$ cat config.mk
export PLATFORM = sky130hd
export DESIGN_NAME = brec_decoder
export DESIGN_NICKNAME = d
export VERILOG_FILES = /design/src/rtl/brec_pkg.sv /design/src/rtl/brec_char_class.sv /design/src/rtl/brec_nybble_pair.sv /design/src/rtl/brec_record_fsm.sv /design/src/rtl/brec_decoder.sv
export SDC_FILE = /design/constraint.sdc
export NUM_CORES = 1
export LEC_CHECK = 0
export BUFFER_PORTS_ARGS = -buffer_cell sky130_fd_sc_hd__buf_2
export CAP_MARGIN = 15
export CORE_MARGIN = 10
export CORE_UTILIZATION = 35
export DETAILED_ROUTE_END_ITERATION = 16
export MAX_ROUTING_LAYER = met4
export SYNTH_ARGS = -nofsm -noshare
export SYNTH_HDL_FRONTEND = slang
export SYNTH_HIERARCHICAL = 1
export SYNTH_SLANG_ARGS = --single-unit
$ cat constraint.sdc
create_clock -name clk_i -period 3.7 [get_ports clk_i]
set_clock_uncertainty 0.2 [all_clocks]
set_input_delay 0.555 -clock clk_i [delete_from_list [all_inputs] [get_ports clk_i]]
set_output_delay 0.555 -clock clk_i [all_outputs]
set_load 0.01 [all_outputs]
$ cat src/rtl/brec_pkg.sv
package brec_pkg;
  typedef enum logic [1:0] {CH_IGNORE, CH_HEX, CH_TERM} char_kind_e;
  typedef enum logic [2:0] {ST_IDLE, ST_ADDR, ST_LEN, ST_DATA, ST_DONE} rec_state_e;
endpackage

$ cat src/rtl/brec_char_class.sv
module brec_char_class
  import brec_pkg::*;
(
  input  logic [7:0] char_i,
  output char_kind_e kind_o,
  output logic [3:0] nyb_o
);
  always_comb begin
    kind_o = CH_IGNORE;
    nyb_o  = 4'h0;
    if (char_i < 8'h30) begin
      kind_o = CH_TERM;
    end else if (char_i <= 8'h39) begin
      kind_o = CH_HEX;
      nyb_o  = char_i[3:0];
    end else if (char_i >= 8'h41 && char_i <= 8'h46) begin
      kind_o = CH_HEX;
      nyb_o  = char_i[3:0] + 4'd9;
    end
  end
endmodule

$ cat src/rtl/brec_nybble_pair.sv
module brec_nybble_pair (
  input  logic       clk_i,
  input  logic       rst_ni,
  input  logic       hex_i,
  input  logic       term_i,
  input  logic [3:0] nyb_i,
  output logic       byte_v_o,
  output logic [7:0] byte_o,
  output logic       pend_o
);
  logic       half_q;
  logic [3:0] hi_q;

  always_ff @(posedge clk_i or negedge rst_ni) begin
    if (!rst_ni) begin
      half_q <= 1'b0;
      hi_q   <= 4'h0;
    end else if (term_i) begin
      half_q <= 1'b0;
    end else if (hex_i) begin
      if (!half_q) hi_q <= nyb_i;
      half_q <= ~half_q;
    end
  end

  assign byte_v_o = hex_i & half_q;
  assign byte_o   = {hi_q, nyb_i};
  assign pend_o   = half_q;

  assert_term_clears_R3: assert property (@(posedge clk_i) disable iff (!rst_ni)
    term_i |=> !pend_o);
  assert_ignore_holds_R2: assert property (@(posedge clk_i) disable iff (!rst_ni)
    (!hex_i && !term_i) |=> ($stable(half_q) && $stable(hi_q)));
endmodule

$ cat src/rtl/brec_record_fsm.sv
module brec_record_fsm
  import brec_pkg::*;
#(
  parameter int ADDR_BYTES = 4,
  parameter int LEN_W      = 5
) (
  input  logic                  clk_i,
  input  logic                  rst_ni,
  input  logic                  hex_i,
  input  logic                  term_i,
  input  logic                  byte_v_i,
  input  logic [7:0]            byte_i,
  input  logic                  pend_i,
  output logic                  data_valid_o,
  output logic [8*ADDR_BYTES-1:0] data_addr_o,
  output logic [7:0]            data_byte_o,
  output logic [1:0]            rec_mode_o,
  output logic                  start_valid_o,
  output logic [8*ADDR_BYTES-1:0] start_addr_o,
  output logic                  err_o
);
  localparam int AW    = 8 * ADDR_BYTES;
  localparam int CNT_W = (ADDR_BYTES > 2) ? $clog2(ADDR_BYTES) : 1;
  localparam logic [CNT_W-1:0] HDR_LAST = CNT_W'(ADDR_BYTES - 1);

  rec_state_e       state_q;
  logic [CNT_W-1:0] hdr_cnt_q;
  logic [AW-1:0]    base_q;
  logic [LEN_W-1:0] len_q, idx_q;
  logic [1:0]       mode_q;

  always_ff @(posedge clk_i or negedge rst_ni) begin
    if (!rst_ni) begin
      state_q       <= ST_IDLE;
      hdr_cnt_q     <= '0;
      base_q        <= '0;
      len_q         <= '0;
      idx_q         <= '0;
      mode_q        <= 2'b00;
      data_valid_o  <= 1'b0;
      data_addr_o   <= '0;
      data_byte_o   <= 8'h00;
      start_valid_o <= 1'b0;
      start_addr_o  <= '0;
      err_o         <= 1'b0;
    end else begin
      data_valid_o  <= 1'b0;
      start_valid_o <= 1'b0;
      err_o         <= 1'b0;
      if (term_i) begin
        // incomplete header/data or half byte pending
        err_o   <= pend_i || (state_q != ST_IDLE && state_q != ST_DONE);
        state_q <= ST_IDLE;
      end else begin
        unique case (state_q)
          ST_IDLE: if (hex_i) begin
            state_q   <= ST_ADDR;
            hdr_cnt_q <= '0;
          end
          ST_ADDR: if (byte_v_i) begin
            base_q    <= {base_q[AW-9:0], byte_i};
            hdr_cnt_q <= hdr_cnt_q + 1'b1;
            if (hdr_cnt_q == HDR_LAST) state_q <= ST_LEN;
          end
          ST_LEN: if (byte_v_i) begin
            mode_q <= byte_i[7:6];
            len_q  <= byte_i[LEN_W-1:0];
            idx_q  <= '0;
            if (byte_i[LEN_W-1:0] == '0) begin
              start_valid_o <= 1'b1;
              start_addr_o  <= base_q;
              state_q       <= ST_DONE;
            end else begin
              state_q <= ST_DATA;
            end
          end
          ST_DATA: if (byte_v_i) begin
            data_valid_o <= 1'b1;
            data_addr_o  <= base_q + AW'(idx_q);
            data_byte_o  <= byte_i;
            idx_q        <= idx_q + 1'b1;
            if (idx_q == len_q - 1'b1) state_q <= ST_DONE;
          end
          default: ;
        endcase
      end
    end
  end

  assign rec_mode_o = mode_q;

  assert_one_event_R5: assert property (@(posedge clk_i) disable iff (!rst_ni)
    $onehot0({data_valid_o, start_valid_o, err_o}));
  assert_data_gap_R1: assert property (@(posedge clk_i) disable iff (!rst_ni)
    data_valid_o |=> !data_valid_o);
  assert_err_idle_R7: assert property (@(posedge clk_i) disable iff (!rst_ni)
    err_o |-> state_q == ST_IDLE);
  assert_start_done_R6: assert property (@(posedge clk_i) disable iff (!rst_ni)
    start_valid_o |-> (state_q == ST_DONE && !data_valid_o));
  assert_empty_quiet_R9: assert property (@(posedge clk_i) disable iff (!rst_ni)
    (term_i && state_q == ST_IDLE && !pend_i) |=> !err_o);
endmodule

$ cat src/rtl/brec_decoder.sv
module brec_decoder
  import brec_pkg::*;
#(
  parameter int ADDR_BYTES = 4,
  parameter int LEN_W      = 5
) (
  input  logic        clk_i,
  input  logic        rst_ni,
  input  logic        char_valid_i,
  input  logic [7:0]  char_i,
  output logic        data_valid_o,
  output logic [31:0] data_addr_o,
  output logic [7:0]  data_byte_o,
  output logic [1:0]  rec_mode_o,
  output logic        start_valid_o,
  output logic [31:0] start_addr_o,
  output logic        err_o
);
  char_kind_e kind;
  logic [3:0] nyb;
  logic       hex, term, byte_v, pend;
  logic [7:0] byte_val;

  brec_char_class u_class (
    .char_i (char_i),
    .kind_o (kind),
    .nyb_o  (nyb)
  );

  assign hex  = char_valid_i && (kind == CH_HEX);
  assign term = char_valid_i && (kind == CH_TERM);

  brec_nybble_pair u_pair (
    .clk_i    (clk_i),
    .rst_ni   (rst_ni),
    .hex_i    (hex),
    .term_i   (term),
    .nyb_i    (nyb),
    .byte_v_o (byte_v),
    .byte_o   (byte_val),
    .pend_o   (pend)
  );

  brec_record_fsm #(
    .ADDR_BYTES (ADDR_BYTES),
    .LEN_W      (LEN_W)
  ) u_fsm (
    .clk_i         (clk_i),
    .rst_ni        (rst_ni),
    .hex_i         (hex),
    .term_i        (term),
    .byte_v_i      (byte_v),
    .byte_i        (byte_val),
    .pend_i        (pend),
    .data_valid_o  (data_valid_o),
    .data_addr_o   (data_addr_o),
    .data_byte_o   (data_byte_o),
    .rec_mode_o    (rec_mode_o),
    .start_valid_o (start_valid_o),
    .start_addr_o  (start_addr_o),
    .err_o         (err_o)
  );

  assert_reset_quiet_R11: assert property (@(posedge clk_i)
    !rst_ni |=> !(data_valid_o || start_valid_o || err_o));
endmodule

==> flow_metrics.tcl <==
set metrics [dict create \
    timing.final.crit_share 0.8617 \
    r2r_slack_ps 700 \
    die-area_um2 23230 \
    final_hold_viol_count 0 \
    peakVddDrop_v 0.0003023 \
    post-dp-hpwl_mm 11.00 \
    worst-path-buf-inv 4 \
    drive_gt1_frac 0.3473 \
    path_clk_slew_ps 60 \
    dp_cells 836 \
    antenna_found_initial 0 \
    fin_util 0.4339 \
    tns_ps 0 \
    rsz0062_at_grt "false" \
    wl_per_cell_um 17.49 \
    ys.flop_type "dfrtp_1" \
    hold_depth 2 \
    grt_pass1_vias 4610 \
    drt-total-wl_mm 15.22 \
    clk_latency_ps 420 \
    min_path_type "reg2reg" \
    crit_path_start "char_i[5]" \
    regToRegStartpoint "u_fsm/idx_q[0]" \
    path_depth 13 \
    start_util 0.3561 \
    drt_first_pass_iters 4 \
    worst_pin_slew_ps 678.5 \
    maxSlewHeadroom 0.5477 \
    setup_viol 0 \
    crit_fanout 12 \
    cp_slowest_cell "or4b_1" \
    leakage_nw 3.751 \
    synth_edf_count 0 \
    cp_top_family "simple AND/OR/NAND/NOR gates" \
    cts_buffers 17 \
    placedInstanceArea_um2 6843 \
    post_cts_buffers 0 \
    instances_no_fill 870 \
    die_x_um 152.4 \
    area_growth_pct 21.83 \
    cts_tree "done" \
    clockRootBuffer "clkbuf_16" \
    yosysWarnings 6 \
    finalInstanceArea_um2 7478 \
    outcome "finished, final reports clean" \
    syn_inst 542 \
    post-route-drc-count 0 \
    drtAntennaViolNets 0 \
    path_cells "buf_2, or4b_1, nor4b_2, o21bai_2, inv_1, and3b_1, and2_2, and4bb_2, nand2_2, inv_1, buf_4, nand2_1, nand2_1" \
    critPathMaxStageDelay_ps 550 \
    drtIter0Drc 290 \
    power_density_nw_per_um2 492.7 \
    grt_overflow 0 \
    fp.coreArea_um2 17240 \
    startpoint_type "input pin" \
    io_buffers 87 \
    arrival_ps 3340 \
    syn_area_um2 6138 \
    rows 48 \
    num_vias 4391 \
    ys_seq_area_frac 0.5259 \
    io_pins 88 \
    period_needed_ps 3188 \
    nets 655 \
    min_from "u_fsm/data_addr_o[23]" \
    maxCapViolations 0 \
    drv_slew 0 \
    fmax_mhz 313.6 \
    die_y_um 152.4 \
    n_antenna_cell 0 \
    cts_max_path_buffers 2 \
    gp_congestion 0.8304 \
    critPathCaptureType "flop" \
    ys_seq_elements 129 \
    cp.required_ps 3850 \
    via_per_inst 5.047 \
    grt_pass1_wl_mm 25.15 \
    synth_area_per_cell_um2 11.33 \
    grt_max_degree 84 \
    setup.worst_path.class "in2reg" \
    r2r_cells 8 \
    async_flop_share 1.000 \
    synth_cell_types 64 \
    grt_usage 0.1365 \
    h-tree-depth 4 \
    syn_nets 565 \
    clock_sinks 129 \
]
==> final cells by class <==
type / count / area [um^2]
Inverter: 9 / 33.78
Timing Repair Buffer: 102 / 610.6
Clock inverter: 11 / 127.6
Tap cell: 225 / 281.5
Fill cell: 1617 / 9758
Clock buffer: 21 / 470.5
Sequential cell: 129 / 3228
Multi-Input combinational cell: 373 / 2726
==> registers in the layout, summed over array words and instances (netlist names) <==
register	count
u_fsm/base_q	32
u_fsm/data_byte_o	8
u_fsm/rec_mode_o	2
u_fsm/err_o	1
u_fsm/start_addr_o	32
u_pair/pend_o	1
u_fsm/start_valid_o	1
u_pair/hi_q	4
u_fsm/state_q	3
u_fsm/idx_q	5
u_fsm/len_q	5
u_fsm/hdr_cnt_q	2
u_fsm/data_addr_o	32
u_fsm/data_valid_o	1
==> worst reg2reg max path: cells and delay by family (launching register included) <==
kind            cells  cell delay [ps]
compound gates      3              920
fa+ha+maj           2              700
flops               1              460
buf+inv             1              280
xor+xnor            1              190
simple gates        1              120
==> per-layer routing <==
layer | track usage | vias to the layer above | share of wire
met4 | 0.05086 | 0 | 0.016
met3 | 0.03810 | 21 | 0.038
met5 | - | - | 0
li1 | - | 2106 | -
met2 | 0.2231 | 90 | 0.51
met1 | 0.1571 | 2174 | 0.44
==> per-stage QoR <==
stage / setup slack [ps] / hold slack (ps) / total power [mW]
finish: 511.6 / 268.2 / 3.685
floorplan: 260.5 / 59.41 / 1.856
global placement: 225.3 / 254.6 / 2.041
CTS: 546.6 / 183.7 / 3.733
global route: 270.4 / 294.0 / 3.868
detailed placement: 118.4 / 258.7 / 2.053
==> repair_timing <==
action,4_1_cts,5_1_grt
resized for setup,0,0
hold endpoints to repair,0,9
hold buffers,0,1
setup endpoints to repair,0,0
==> power breakdown <==
part	switching (mW)	total, mW	internal, mW	leakage (nW)
Sequential	0.110	1.63	1.52	1.75
Combinational	0.233	0.402	0.169	1.72
Clock	0.610	1.66	1.05	0.286
==> cell families after synthesis <==
logic type / after synthesis / share of synthesized area
AO/OA/AOI/OAI: 72 / 0.07481
XOR/XNOR: 29 / 0.04138
adder cells (fa/ha/maj): 12 / 0.02568
buffers and inverters: 40 / 0.03037
flip-flops: 129 / 0.5259
multiplexers: 79 / 0.1437
AND/OR/NAND/NOR: 181 / 0.1582
==> synth_stat cells, types with 2 or more instances <==
| cell | instances | area, um^2 |
|---|---|---|
| o311a_1 | 3 | 30.03 |
| nand4b_1 | 2 | 17.52 |
| and3b_1 | 2 | 17.52 |
| nor2_1 | 21 | 78.83 |
| a21oi_1 | 11 | 55.05 |
| or4_1 | 4 | 30.03 |
| buf_4 | 6 | 45.04 |
| dfrtp_1 | 129 | 3228 |
| xor2_1 | 17 | 148.9 |
| o21ai_0 | 31 | 155.2 |
| nand2_1 | 81 | 304.0 |
| nand3b_1 | 2 | 15.01 |
| xnor2_1 | 12 | 105.1 |
| o31ai_1 | 4 | 30.03 |
| buf_1 | 4 | 15.01 |
| a21o_1 | 4 | 30.03 |
| and3_1 | 7 | 43.79 |
| mux2i_1 | 6 | 60.06 |
| nand4_1 | 10 | 62.56 |
| mux2_2 | 73 | 822.0 |
| buf_2 | 5 | 25.02 |
| and4_1 | 4 | 35.03 |
| nand3_1 | 11 | 55.05 |
| clkbuf_1 | 15 | 56.30 |
| nor3b_1 | 3 | 22.52 |
| nor3_1 | 10 | 50.05 |
| and2_1 | 2 | 12.51 |
| and3_2 | 2 | 15.01 |
| inv_1 | 9 | 33.78 |
| a22o_1 | 4 | 35.03 |
| a31oi_1 | 4 | 25.02 |
| a211oi_1 | 2 | 15.01 |
| ha_1 | 11 | 137.6 |
==> cells in the final DEF, fill, tap and decap left out, drive strengths merged, types with 5 or more instances in the layout <==
cell type,count
nor3,10
ha,11
xor2,17
mux2i,6
nand4,11
xnor2,12
o21ai,32
mux2,73
nand2,81
nand3,12
and4,5
nor2,21
inv,11
a21oi,13
clkbuf,21
and3,9
buf,101
dfrtp,129
==> worst paths after layout <==
path / end
worst max-delay path: u_fsm/data_byte_o[6]
worst min-delay path: u_fsm/data_addr_o[23]
worst max register to register: u_fsm/data_addr_o[8]
worst min register to register: u_fsm/data_addr_o[23]
max in group asynchronous: u_fsm/base_q[15]
min in group asynchronous: u_fsm/data_addr_o[27]
Power figures use the tool's default switching activity.
